===== src/rtl/hwl_pkg.sv =====
package hwl_pkg;
    localparam int CODE_W    = 3;
    localparam int RUN_IDX_W = 3;

    typedef logic [CODE_W-1:0] code_t;

    localparam code_t CODE_ZERO       = 3'b000;
    localparam code_t CODE_BLANK      = 3'b001;
    localparam code_t CODE_SYNC_BLANK = 3'b011;
    localparam code_t CODE_HALF       = 3'b100;

    typedef enum logic [1:0] {
        ST_IDLE,
        ST_ADDR,
        ST_DATA,
        ST_DONE
    } seq_state_t;
endpackage


===== src/rtl/hwl_run_table.sv =====
module hwl_run_table
    import hwl_pkg::*;
#(
    parameter int ADDR_W   = 10,
    parameter int PW       = 8,
    parameter int INIT_LEN = 40,
    localparam int LEN_W   = ADDR_W + 1
) (
    input  logic                 mode_init,
    input  logic [RUN_IDX_W-1:0] run_idx,
    input  logic [ADDR_W-1:0]    x_addr,
    input  logic [PW-1:0]        w_len,
    input  logic [PW-1:0]        a_addr,
    input  logic [ADDR_W-1:0]    trail,
    output logic [ADDR_W-1:0]    run_start,
    output logic [LEN_W-1:0]     run_len,
    output code_t                run_code,
    output logic                 run_last
);
    localparam int DEPTH = 1 << ADDR_W;
    localparam logic [LEN_W-1:0] FULL_LEN = LEN_W'(DEPTH);
    localparam logic [LEN_W-1:0] BOOT_LEN = LEN_W'(INIT_LEN);

    logic [ADDR_W-1:0] w_ext, a_ext;
    assign w_ext = ADDR_W'(w_len);
    assign a_ext = ADDR_W'(a_addr);

    always_comb begin
        run_start = '0;
        run_len   = '0;
        run_code  = CODE_ZERO;
        run_last  = 1'b0;
        if (mode_init) begin
            unique case (run_idx)
                3'd0: run_len = FULL_LEN;
                default: begin
                    run_len  = BOOT_LEN;
                    run_code = CODE_BLANK;
                    run_last = 1'b1;
                end
            endcase
        end else begin
            unique case (run_idx)
                3'd0: run_len = FULL_LEN;
                3'd1: begin
                    run_start = x_addr - w_ext;
                    run_len   = {1'b0, w_ext};
                    run_code  = CODE_BLANK;
                end
                3'd2: begin
                    run_start = a_ext;
                    run_len   = {1'b0, trail};
                    run_code  = CODE_BLANK;
                end
                3'd3: begin
                    run_start = x_addr;
                    run_len   = LEN_W'(1);
                    run_code  = CODE_SYNC_BLANK;
                end
                3'd4: begin
                    run_len  = {1'b0, a_ext};
                    run_code = CODE_SYNC_BLANK;
                end
                default: begin
                    run_start = x_addr >> 1;
                    run_len   = {1'b0, a_ext};
                    run_code  = CODE_HALF;
                    run_last  = 1'b1;
                end
            endcase
        end
    end
endmodule


===== src/rtl/hwl_seq.sv =====
module hwl_seq
    import hwl_pkg::*;
#(
    parameter int ADDR_W = 10,
    localparam int LEN_W = ADDR_W + 1
) (
    input  logic                 clk,
    input  logic                 rst_n,
    input  logic                 go,
    input  logic [ADDR_W-1:0]    run_start,
    input  logic [LEN_W-1:0]     run_len,
    input  code_t                run_code,
    input  logic                 run_last,
    output logic [RUN_IDX_W-1:0] run_idx,
    output logic                 idle,
    output logic                 busy,
    output logic                 done,
    output logic                 ram_we,
    output logic                 ram_is_addr,
    output logic [ADDR_W-1:0]    ram_wdata
);
    seq_state_t           state_q, state_d;
    logic [RUN_IDX_W-1:0] run_q, run_d;
    logic [LEN_W-1:0]     cnt_q, cnt_d;
    logic                 run_over;

    always_ff @(posedge clk) begin
        if (!rst_n) begin
            state_q <= ST_IDLE;
            run_q   <= '0;
            cnt_q   <= '0;
        end else begin
            state_q <= state_d;
            run_q   <= run_d;
            cnt_q   <= cnt_d;
        end
    end

    always_comb begin
        state_d  = state_q;
        run_d    = run_q;
        cnt_d    = cnt_q;
        run_over = 1'b0;
        unique case (state_q)
            ST_IDLE: begin
                if (go) begin
                    state_d = ST_ADDR;
                    run_d   = '0;
                    cnt_d   = '0;
                end
            end
            ST_ADDR: begin
                cnt_d = '0;
                if (run_len == '0) run_over = 1'b1;
                else               state_d  = ST_DATA;
            end
            ST_DATA: begin
                if (cnt_q == run_len - 1'b1) run_over = 1'b1;
                else                         cnt_d    = cnt_q + 1'b1;
            end
            ST_DONE: state_d = ST_IDLE;
            default: state_d = ST_IDLE;
        endcase
        if (run_over) begin
            if (run_last) begin
                state_d = ST_DONE;
            end else begin
                state_d = ST_ADDR;
                run_d   = run_q + 1'b1;
            end
        end
    end

    always_comb begin
        idle        = (state_q == ST_IDLE);
        busy        = (state_q == ST_ADDR) || (state_q == ST_DATA);
        done        = (state_q == ST_DONE);
        ram_we      = busy;
        ram_is_addr = (state_q == ST_ADDR);
        ram_wdata   = ram_is_addr ? run_start
                                  : {{(ADDR_W-CODE_W){1'b0}}, run_code};
        run_idx     = run_q;
    end
endmodule


===== src/rtl/hwave_loader.sv =====
module hwave_loader
    import hwl_pkg::*;
#(
    parameter int ADDR_W   = 10,
    parameter int PW       = 8,
    parameter int INIT_LEN = 40,
    localparam int LEN_W   = ADDR_W + 1
) (
    input  logic              clk,
    input  logic              rst_n,
    input  logic              init_req,
    input  logic              load_req,
    input  logic [ADDR_W-1:0] max_addr,
    input  logic [2*PW-1:0]   lead_sync_word,
    input  logic [ADDR_W-1:0] trail_len,
    output logic              busy,
    output logic              done,
    output logic              ram_we,
    output logic              ram_is_addr,
    output logic [ADDR_W-1:0] ram_wdata
);
    logic                 idle, accept;
    logic                 mode_init_q;
    logic [ADDR_W-1:0]    x_q, trail_q;
    logic [PW-1:0]        w_q, a_q;
    logic [RUN_IDX_W-1:0] run_idx;
    logic [ADDR_W-1:0]    run_start;
    logic [LEN_W-1:0]     run_len;
    code_t                run_code;
    logic                 run_last;

    assign accept = idle && (init_req || load_req);

    always_ff @(posedge clk) begin
        if (!rst_n) begin
            mode_init_q <= 1'b0;
            x_q         <= '0;
            w_q         <= '0;
            a_q         <= '0;
            trail_q     <= '0;
        end else if (accept) begin
            mode_init_q <= init_req;
            x_q         <= max_addr;
            w_q         <= lead_sync_word[2*PW-1:PW];
            a_q         <= lead_sync_word[PW-1:0];
            trail_q     <= trail_len;
        end
    end

    hwl_run_table #(.ADDR_W(ADDR_W), .PW(PW), .INIT_LEN(INIT_LEN)) table_i (
        .mode_init (mode_init_q),
        .run_idx   (run_idx),
        .x_addr    (x_q),
        .w_len     (w_q),
        .a_addr    (a_q),
        .trail     (trail_q),
        .run_start (run_start),
        .run_len   (run_len),
        .run_code  (run_code),
        .run_last  (run_last)
    );

    hwl_seq #(.ADDR_W(ADDR_W)) seq_i (
        .clk         (clk),
        .rst_n       (rst_n),
        .go          (accept),
        .run_start   (run_start),
        .run_len     (run_len),
        .run_code    (run_code),
        .run_last    (run_last),
        .run_idx     (run_idx),
        .idle        (idle),
        .busy        (busy),
        .done        (done),
        .ram_we      (ram_we),
        .ram_is_addr (ram_is_addr),
        .ram_wdata   (ram_wdata)
    );
endmodule


===== config.mk =====
export PLATFORM = sky130hd
export DESIGN_NAME = hwave_loader
export DESIGN_NICKNAME = d
export VERILOG_FILES = /design/src/rtl/hwl_pkg.sv /design/src/rtl/hwl_run_table.sv /design/src/rtl/hwl_seq.sv /design/src/rtl/hwave_loader.sv
export SDC_FILE = /design/constraint.sdc
export NUM_CORES = 1
export LEC_CHECK = 0
export BUFFER_PORTS_ARGS = -buffer_cell sky130_fd_sc_hd__buf_2
export CORE_MARGIN = 3
export CORE_UTILIZATION = 30
export CTS_BUF_LIST = sky130_fd_sc_hd__clkbuf_4
export DETAILED_ROUTE_END_ITERATION = 7
export MAX_ROUTING_LAYER = met4
export PLACE_DENSITY_LB_ADDON = 0.12
export SLEW_MARGIN = 20
export SYNTH_ARGS = -nofsm -noshare
export SYNTH_HDL_FRONTEND = slang
export SYNTH_SLANG_ARGS = --single-unit

===== constraint.sdc =====
create_clock -name clk -period 10.3 [get_ports clk]
set_input_delay 1.03 -clock clk [delete_from_list [all_inputs] [get_ports clk]]
set_output_delay 1.03 -clock clk [all_outputs]
set_load 0.005 [all_outputs]

# == Yosys cells after proc, flatten, opt, wreduce, memory -nomap -nowiden ==
# Index checks and enable logic that the tools add are counted.
# word_totals
ff_bits,53
inputBits,40
out_inout_bits,14
word_cells,65
# classes
add_sub_neg,4
n_eq_ne,12
muxes,27
n_reduce_logical,14
# op_table
op,count
$mux W11,4
$pmux W11 S4,1
$pmux W10 S4,1
$pmux W11 S3,1
$mux W10,2
$mux W3,5
$add A11 B1 Y11 const B,1
$eq A11 B11 Y1,1
$logic_not A11 Y1,1
$sub A11 B1 Y11 const B,1
$sub A10 B8 Y10,1
$pmux W3 S3,1
$mux W2,4
$eq A3 B2 Y1 const B,2
$mux W1,6
$pmux W2 S3,1
$reduce_and A3 Y1,2
$reduce_or A2 Y1,3
$reduce_or A5 Y1,1
$eq A2 B2 Y1 const B,2
$reduce_bool A4 Y1,1
$add A3 B1 Y3 const B,1
$eq A3 B1 Y1 const B,1
$eq A3 B3 Y1 const B,1
other kinds (11),12

# == Logic depth before layout (Yosys ltp) ==
# Gate-level depths: netlist of the first run.
# depth
ltp_word,9
mapped_depth,18
ltp_nobuf,15

# == Modules after synthesis ==
# From an unflattened synthesis of the first run, not the netlist that was laid out.
# hier_totals
cells_unflattened,519
hier_area_um2,4043.9
# by_module_without_submodules
module,n_inst,cells_each,area_per_inst_um2,seq_area_each_um2
hwave_loader,1,161,1506.4,740.7
hwl_seq,1,182,1448.9,320.3
hwl_run_table,1,176,1088.5,0.0

# == Worst setup path after synthesis of the first run ==
# No wires, ideal clock.
# synth_path
path_kind,register -> register
from,"reg seq_i.run_q[2], in the netlist seq_i.run_idx[2]"
to,reg seq_i.cnt_q[4]
setup_ns,0.059
arrival_ns,3.428
slack_ns,6.813
stages_incl_launch_ff,17
n_path_buf,2
synth_period_minus_slack_ns,3.487
cell_sequence,dfxtp_1 > buf_6 > clkinv_1 > ha_1 > buf_2 > nor2_1 > a21boi_2 > a22oi_1 > ha_1 > xnor2_1 > a2111oi_0 > mux2_2 > nand4_1 > nor4_1 > a31oi_2 > a211oi_1 > a31o_1
# synth_via
elab_chain_cells,7
word_cells_on_any_way,11
cone_classes,add/sub: 1; eq/ne: 5; mux: 3; reduce/logical: 2
# synth_lines
element,line,source
from (decl),hwl_seq.sv:23,"logic [RUN_IDX_W-1:0] run_q, run_d;"
from (signal assigned),hwl_seq.sv:34,run_q <= run_d;
$eq A3 B2 Y1 (tied with other cells),hwl_run_table.sv:43,unique case (run_idx)
$pmux W11 S4 or $mux W11 (tied branches),"hwl_run_table.sv:43, hwl_run_table.sv:34",
$mux W11 (*),hwl_run_table.sv:33,if (mode_init) begin
$sub A11 B1 Y11 (*),hwl_seq.sv:58,if (cnt_q == run_len - 1'b1) run_over = 1'b1;
$eq A11 B11 Y1 (*),hwl_seq.sv:58,
$ne A2 B2 Y1 (no line) (*),-,
$reduce_and A3 Y1 (no line) (*),-,
to (signal assigned),hwl_seq.sv:35,cnt_q <= cnt_d;
to (decl),hwl_seq.sv:24,"logic [LEN_W-1:0] cnt_q, cnt_d;"
# Every way passes the cells marked *; elsewhere a longest branch is shown, timed or not.
# A chain may end at the register's enable or synchronous reset.

# == Worst setup path after layout of the first run ==
# Same ends and word-level chain as after synthesis.

==> flow_summary.yaml, run 1 <==
logic_synthesis:
  postSynth.asyncResetShare_pct: 0
  synth_fp_nets: 571
  netlist_instances: 510
  synth_top_family_by_area: "compound AO/OA/AOI/OAI gates"
  yosys_warnings: 0
  yosys-top-cells-area: "dfxtp_1, nand2_1, a21oi_1"
  synth-edff-count: 0
  synth_xor_area_share_pct: 2.81
  muxShareOfSynthArea_pct: 1.97
  synth-simple-area-share_pct: 23.5
  synth-main-ff-cell: "dfxtp_1"
  ys_seq_elements: 53
  ys_seq_area_share_pct: 28.3
  syn_avg_cell_area_sq_um: 7.34
  synthAdderAreaFrac_pct: 7.22
  syn_area_sq_um: 3740
  yosysUniqueCellTypes: 67
  yosysTopAreaCell: "dfxtp_1"
  synth_compound_area_share_pct: 29.5
  synth_top_area_share_pct: 28.3
critical_path:
  critical_path.slowest_cell: "dfxtp_1"
  start_kind: "flop"
  critPathMaxFanout: 18
  crit_family: "compound AO/OA/AOI/OAI gates"
  critPathMostFrequentCell: "ha_1"
  critPathKind: "flop to flop"
  worstSetupEndpointType: "flop"
  worst_ep_arrival_time_ns: 5.00
  max_stage_delay_ns: 0.74
  cp_cell_sequence: "clkinv_1 -> ha_1 -> nor2_1 -> a21boi_2 -> a22oi_1 -> ha_1 -> xnor2_1 -> a2111oi_0 -> mux2_2 -> nand4_1 -> nor4_1 -> a31oi_2 -> a211oi_1 -> a31o_1"
  crit_buf_inv: 1
  required_ns: 10.70
cells_and_area:
  layout-drive-gt1-share_pct: 14.9
  antenna_cells: 0
  instances_no_fill: 713
  final_cell_mix: "nand2_1, a21oi_1, dfxtp_1, buf_2, nor2_1"
  area_growth_pct: 12.0
  final_common_cell: "nand2_1"
  layout.nets: 605
status:
  outcome: "finished, final reports clean"
timing:
  hold_ws_ns: 0.471
  fmax_mhz: 217
  worst_slew_pin_slew_ns: 0.817
  fin_tns_setup_ns: 0
  rsz0062_at_grt: "no"
  max_slew_margin_pct: 45.1
  finalCritPeriodShare_pct: 44.7
  fin_worst_skew_ns: 0.0196
  post-route-min-period_ns: 4.61
  hold_violations: 0
  finalSetupViolations: 0
  slew_violations: 0
detailed_routing:
  drtAntennaViolNets: 0
  vias: 3724
  post-route-drc-count: 0
  drt-total-wl_mm: 11.5
  drt-initial-drc-count: 252
  dr.pass1.iters: 4
  vias_per_cell: 5.22
  wl_per_cell_um: 16.1
placed_design:
  dp_hpwl_mm: 8.58
  io_buffers: 53
  dp_cells: 705
  gp_congestion: 0.864
worst_hold_path:
  hp-class: "flop to flop"
floorplan:
  rows: 40
  die_area_sq_um: 13900
  core_sq_um: 12100
  initial_utilization_pct: 30.9
  ios: 54
  die_h_um: 118
  die_w_um: 118
global_routing:
  use_met1_pct: 23.3
  antenna_found_initial: 0
  grt_max_degree: 42
  grt_pass1_vias: 3431
  grt_pass1_wl_mm: 18.3
  grt_use_met3_pct: 3.08
  gr-usage-met2_pct: 25.1
  busiest_layer: "met2"
  grt_overflow: 0
  grtUsageTotal_pct: 16.7
power:
  p_per_area_nw_per_um2: 148
  p_leak_uw: 0.00165
  peakVddDrop_v: 0.0000954
clocking:
  tritoncts: "yes"
  post_cts_buffers: 0
  root_buffer: "clkbuf_4"
  h-tree-depth: 2
  cts_resized: 0
  cts_sinks: 53
  clock_latency_ns: 0.44
  clk_pin_slew_ns: 0.18
  cts_buffer_depth: 2
  cts_buffers: 5
  ctsHoldBuffers: 0
flow_run:
  maxCapViolCount: 0
## Yosys cell counts (3+ instances only)
cell type,instances
a211oi_1,10
a21boi_0,3
a21o_1,5
a21oi_1,65
a221oi_1,5
a222oi_1,4
a22o_1,4
a22oi_1,9
and2_1,3
and3_1,6
buf_2,4
clkbuf_1,23
dfxtp_1,53
ha_1,20
inv_1,28
mux2i_1,4
nand2_1,92
nand3_1,6
nand4_1,6
nand4b_1,3
nor2_1,36
nor2b_1,5
nor3_1,5
nor3b_1,3
nor4_1,5
o211ai_1,8
o21ai_0,20
o21ai_1,7
o31ai_1,4
or3_1,5
or4_1,3
xnor2_1,10
## routing by layer
metal / share of wire (%) / routed length [um] / vias to the layer above
met1: 51 / 5880 / 1751
met2: 44 / 5040 / 68
met5: 0 / 0 / -
met4: 1.1 / 131 / 0
li1: - / - / 1895
met3: 3.5 / 402 / 10
## metrics by stage
stage	power, uW	util [%]	instance area, sq um	setup slack, ns
6_report	619	34.6	4190	5.69
5_1_grt	668	34.6	4190	5.22
4_1_cts	627	34.6	4190	5.44
3_5_place_dp	512	34.0	4120	5.84
3_3_place_gp	508	34.0	4120	5.92
2_1_floorplan	434	-	3740	6.81
## flip-flops by register name, summed over array words and instances (netlist names)
| signal | count |
|---|---|
| mode_init_q | 1 |
| a_q | 8 |
| seq_i.run_idx | 3 |
| seq_i.cnt_q | 11 |
| seq_i.state_q | 2 |
| trail_q | 10 |
| x_q | 10 |
| w_q | 8 |
## worst register-to-register path: cells and delay by family (launching register included)
kind,cells,cell delay (ns)
compound gates,6,1.44
fa+ha+maj,2,0.87
flops,1,0.74
simple gates,3,0.73
buf+inv,1,0.43
mux,1,0.22
xor+xnor,1,0.14
## path summary, 6_finish.rpt
path,slack [ns],endpoint,from,cells past startpoint
min,0.47,trail_q[4]$_SDFFE_PN0P_,trail_q[4]$_SDFFE_PN0P_,2
max reg2reg,5.69,seq_i.cnt_q[4]$_SDFFE_PN0P_,seq_i.run_idx[2]$_SDFF_PN0_,14
min reg2reg,0.47,trail_q[4]$_SDFFE_PN0P_,trail_q[4]$_SDFFE_PN0P_,2
max,5.69,seq_i.cnt_q[4]$_SDFFE_PN0P_,seq_i.run_idx[2]$_SDFF_PN0_,14
## kinds of logic after synthesis
kind of cell / count (synthesis)
buf+inv: 60
xor+xnor: 12
flops: 53
simple gates: 188
fa+ha+maj: 21
mux: 7
compound gates: 169
## where the power goes
part | internal (uW) | switching (uW) | leakage, uW
Clock | 29.8 | 82.4 | 0.0000377
Sequential | 233 | 36.3 | 0.000435
Combinational | 90.9 | 147 | 0.00118
Total | 353 | 266 | 0.00165
## layout make-up
class                   count  area [sq um]
fillers                  1365          7920
multi-input cells         397          2450
clock buffers               5          37.5
well taps                 168           210
clock inverters             3          28.8
repair buffers             57           295
inverters                  30           113
flip-flops and latches     53          1060
Note: power is estimated with default switching activity, not from simulation.
==> inputs of run 2 (changes only) <==
clock period = 4.5 ns   (was 10.3 ns; I/O delays follow)
==> flow_summary.yaml, run 2 (synthesis results as in run 1) <==
status:
  outcome: "finished, final reports clean"
critical_path:
  start_kind: "flop"
  r2r_start: "seq_i.run_idx[0]$_SDFF_PN0_"
  reg2reg_setup_slack_ns: 0.52
  reg2regPathDepth: 14
  max_stage_delay_ns: 0.45
  critPathKind: "flop to flop"
  worstSetupEndpointType: "flop"
  critical_path.slowest_cell: "or3_4"
  rr_endpoint: "seq_i.cnt_q[4]$_SDFFE_PN0P_"
  required_ns: 4.89
  worst_ep_arrival_time_ns: 4.36
  critPathMostFrequentCell: "ha_1"
  critPathMaxFanout: 18
  cp_cell_sequence: "inv_1 -> ha_1 -> or3_4 -> a21boi_2 -> a22oi_1 -> ha_1 -> xnor2_1 -> a2111oi_0 -> mux2_2 -> nand4_1 -> nor4_1 -> a31oi_2 -> a211oi_1 -> a31o_1"
global_routing:
  grtUsageTotal_pct: 17.6
  grt_overflow: 0
  grt_max_degree: 42
  grt_pass1_vias: 3587
  grt_pass1_wl_mm: 19.2
  antenna_found_initial: 0
cells_and_area:
  area_growth_pct: 12.6
  antenna_cells: 0
  final_cell_mix: "nand2_1, a21oi_1, dfxtp_1, buf_2, nor2_1"
  largestRegisters: "seq_i.cnt_q: 11 flops, trail_q: 10 flops, x_q: 10 flops"
  layout.nets: 609
  largest_reg_flops: 11
  layout-drive-gt1-share_pct: 15.3
  fill_cells: 1351
  top_register: "seq_i.cnt_q"
  final_common_cell: "nand2_1"
clocking:
  clock_latency_ns: 0.44
  tritoncts: "yes"
  cts_resized: 0
  cts_buffer_depth: 2
  cts_buffers: 5
  clk_pin_slew_ns: 0.18
  cts_sinks: 53
  ctsHoldBuffers: 0
  h-tree-depth: 2
  post_cts_buffers: 0
  root_buffer: "clkbuf_4"
timing:
  fin_tns_setup_ns: 0
  max_slew_margin_pct: 45.6
  finalCritPeriodShare_pct: 88.4
  hold_violations: 0
  rsz0062_at_grt: "no"
  post-route-min-period_ns: 3.98
  fmax_mhz: 251
  slew_violations: 0
  worst_slew_pin_slew_ns: 0.815
  fin_worst_skew_ns: 0.0152
  finalSetupViolations: 0
worst_hold_path:
  min_path_cells: 3
  hp-class: "input port to flop"
  min_from: "lead_sync_word[10]"
  holdPathEnd: "w_q[2]$_SDFFE_PN0P_"
detailed_routing:
  drt-total-wl_mm: 12.0
  vias_per_cell: 5.37
  post-route-drc-count: 0
  wl_met2_mm: 5.22
  route.met3.wl_um: 585
  top_layer: "met4"
  wl_per_cell_um: 16.7
  dr.pass1.iters: 6
  drtAntennaViolNets: 0
  drt-initial-drc-count: 217
  wl_met1_mm: 5.97
  vias: 3851
power:
  p_per_area_nw_per_um2: 335
  peakVddDrop_v: 0.000289
  p_leak_uw: 0.00167
  p_total_uw: 1410
placed_design:
  gp_congestion: 0.915
  io_buffers: 53
  dp_hpwl_mm: 9.18
floorplan:
  initial_utilization_pct: 30.9
  core_sq_um: 12100
  ios: 54
  die_area_sq_um: 13900
  rows: 40
  die_w_um: 118
  die_h_um: 118
flow_run:
  maxCapViolCount: 0
-- run 2: cell count changes in the layout (fill, tap and decap cells not counted), sizes merged --
cell / previous run / this run
buf: 57 / 61
-- run 2: through the flow --
stage	hold WS, ns	util (%)	instances	instance area [sq um]	worst slack, ns
after global placement	0.457	34.3	709	4150	0.720
after CTS	0.188	34.8	717	4220	0.522
after global routing	0.200	34.8	717	4220	0.0525
after detailed placement	0.467	34.3	709	4150	0.553
final	0.221	34.8	717	4220	0.523
after floorplan	0.436	-	510	3740	1.01
-- run 2: worst max path at each step --
stage,start,endpoint,slack (ns),cells after the start
2_1_floorplan,seq_i.run_idx[2]$_SDFF_PN0_,seq_i.cnt_q[4]$_SDFFE_PN0P_,1.01,16
3_3_place_gp,seq_i.run_idx[0]$_SDFF_PN0_,seq_i.cnt_q[4]$_SDFFE_PN0P_,0.72,14
3_5_place_dp,seq_i.run_idx[0]$_SDFF_PN0_,seq_i.cnt_q[4]$_SDFFE_PN0P_,0.55,14
4_1_cts,seq_i.run_idx[0]$_SDFF_PN0_,seq_i.cnt_q[4]$_SDFFE_PN0P_,0.52,14
5_1_grt,seq_i.run_idx[0]$_SDFF_PN0_,seq_i.cnt_q[4]$_SDFFE_PN0P_,0.05,14
6_report,seq_i.run_idx[0]$_SDFF_PN0_,seq_i.cnt_q[4]$_SDFFE_PN0P_,0.52,14
-- run 2: worst max-delay path: cells and delay by family, from the launching register on --
| kind | cells | cell delay, ns |
|---|---|---|
| multiplexers | 1 | 0.23 |
| flip-flops | 1 | 0.43 |
| AND/OR/NAND/NOR | 3 | 0.96 |
| AO/OA/AOI/OAI | 6 | 1.35 |
| XOR/XNOR | 1 | 0.13 |
| adder cells (fa/ha/maj) | 2 | 0.71 |
| buffers and inverters | 1 | 0.10 |
-- run 2: where the power goes --
group / internal (uW) / switching, uW / total (uW)
Clock: 68.1 / 183 / 251
Sequential: 533 / 83.8 / 616
Combinational: 209 / 337 / 546
-- run 2: routing by layer --
layer,global-route usage [%],vias to the layer above
met5,-,-
met4,4.91,0
met3,3.51,19
met2,25.9,101
met1,24.6,1830
li1,-,1901
-- run 2: cell type report --
cell class / count / area (sq um) / share of cell area, %
multi-input combinational: 397 / 2440 / 57.9
sequential: 53 / 1060 / 25.2
timing repair buffer: 61 / 325 / 7.72
tap: 168 / 210 / 4.99
inverter: 30 / 113 / 2.67
clock buffer: 5 / 37.5 / 0.890
clock inverter: 3 / 28.8 / 0.683
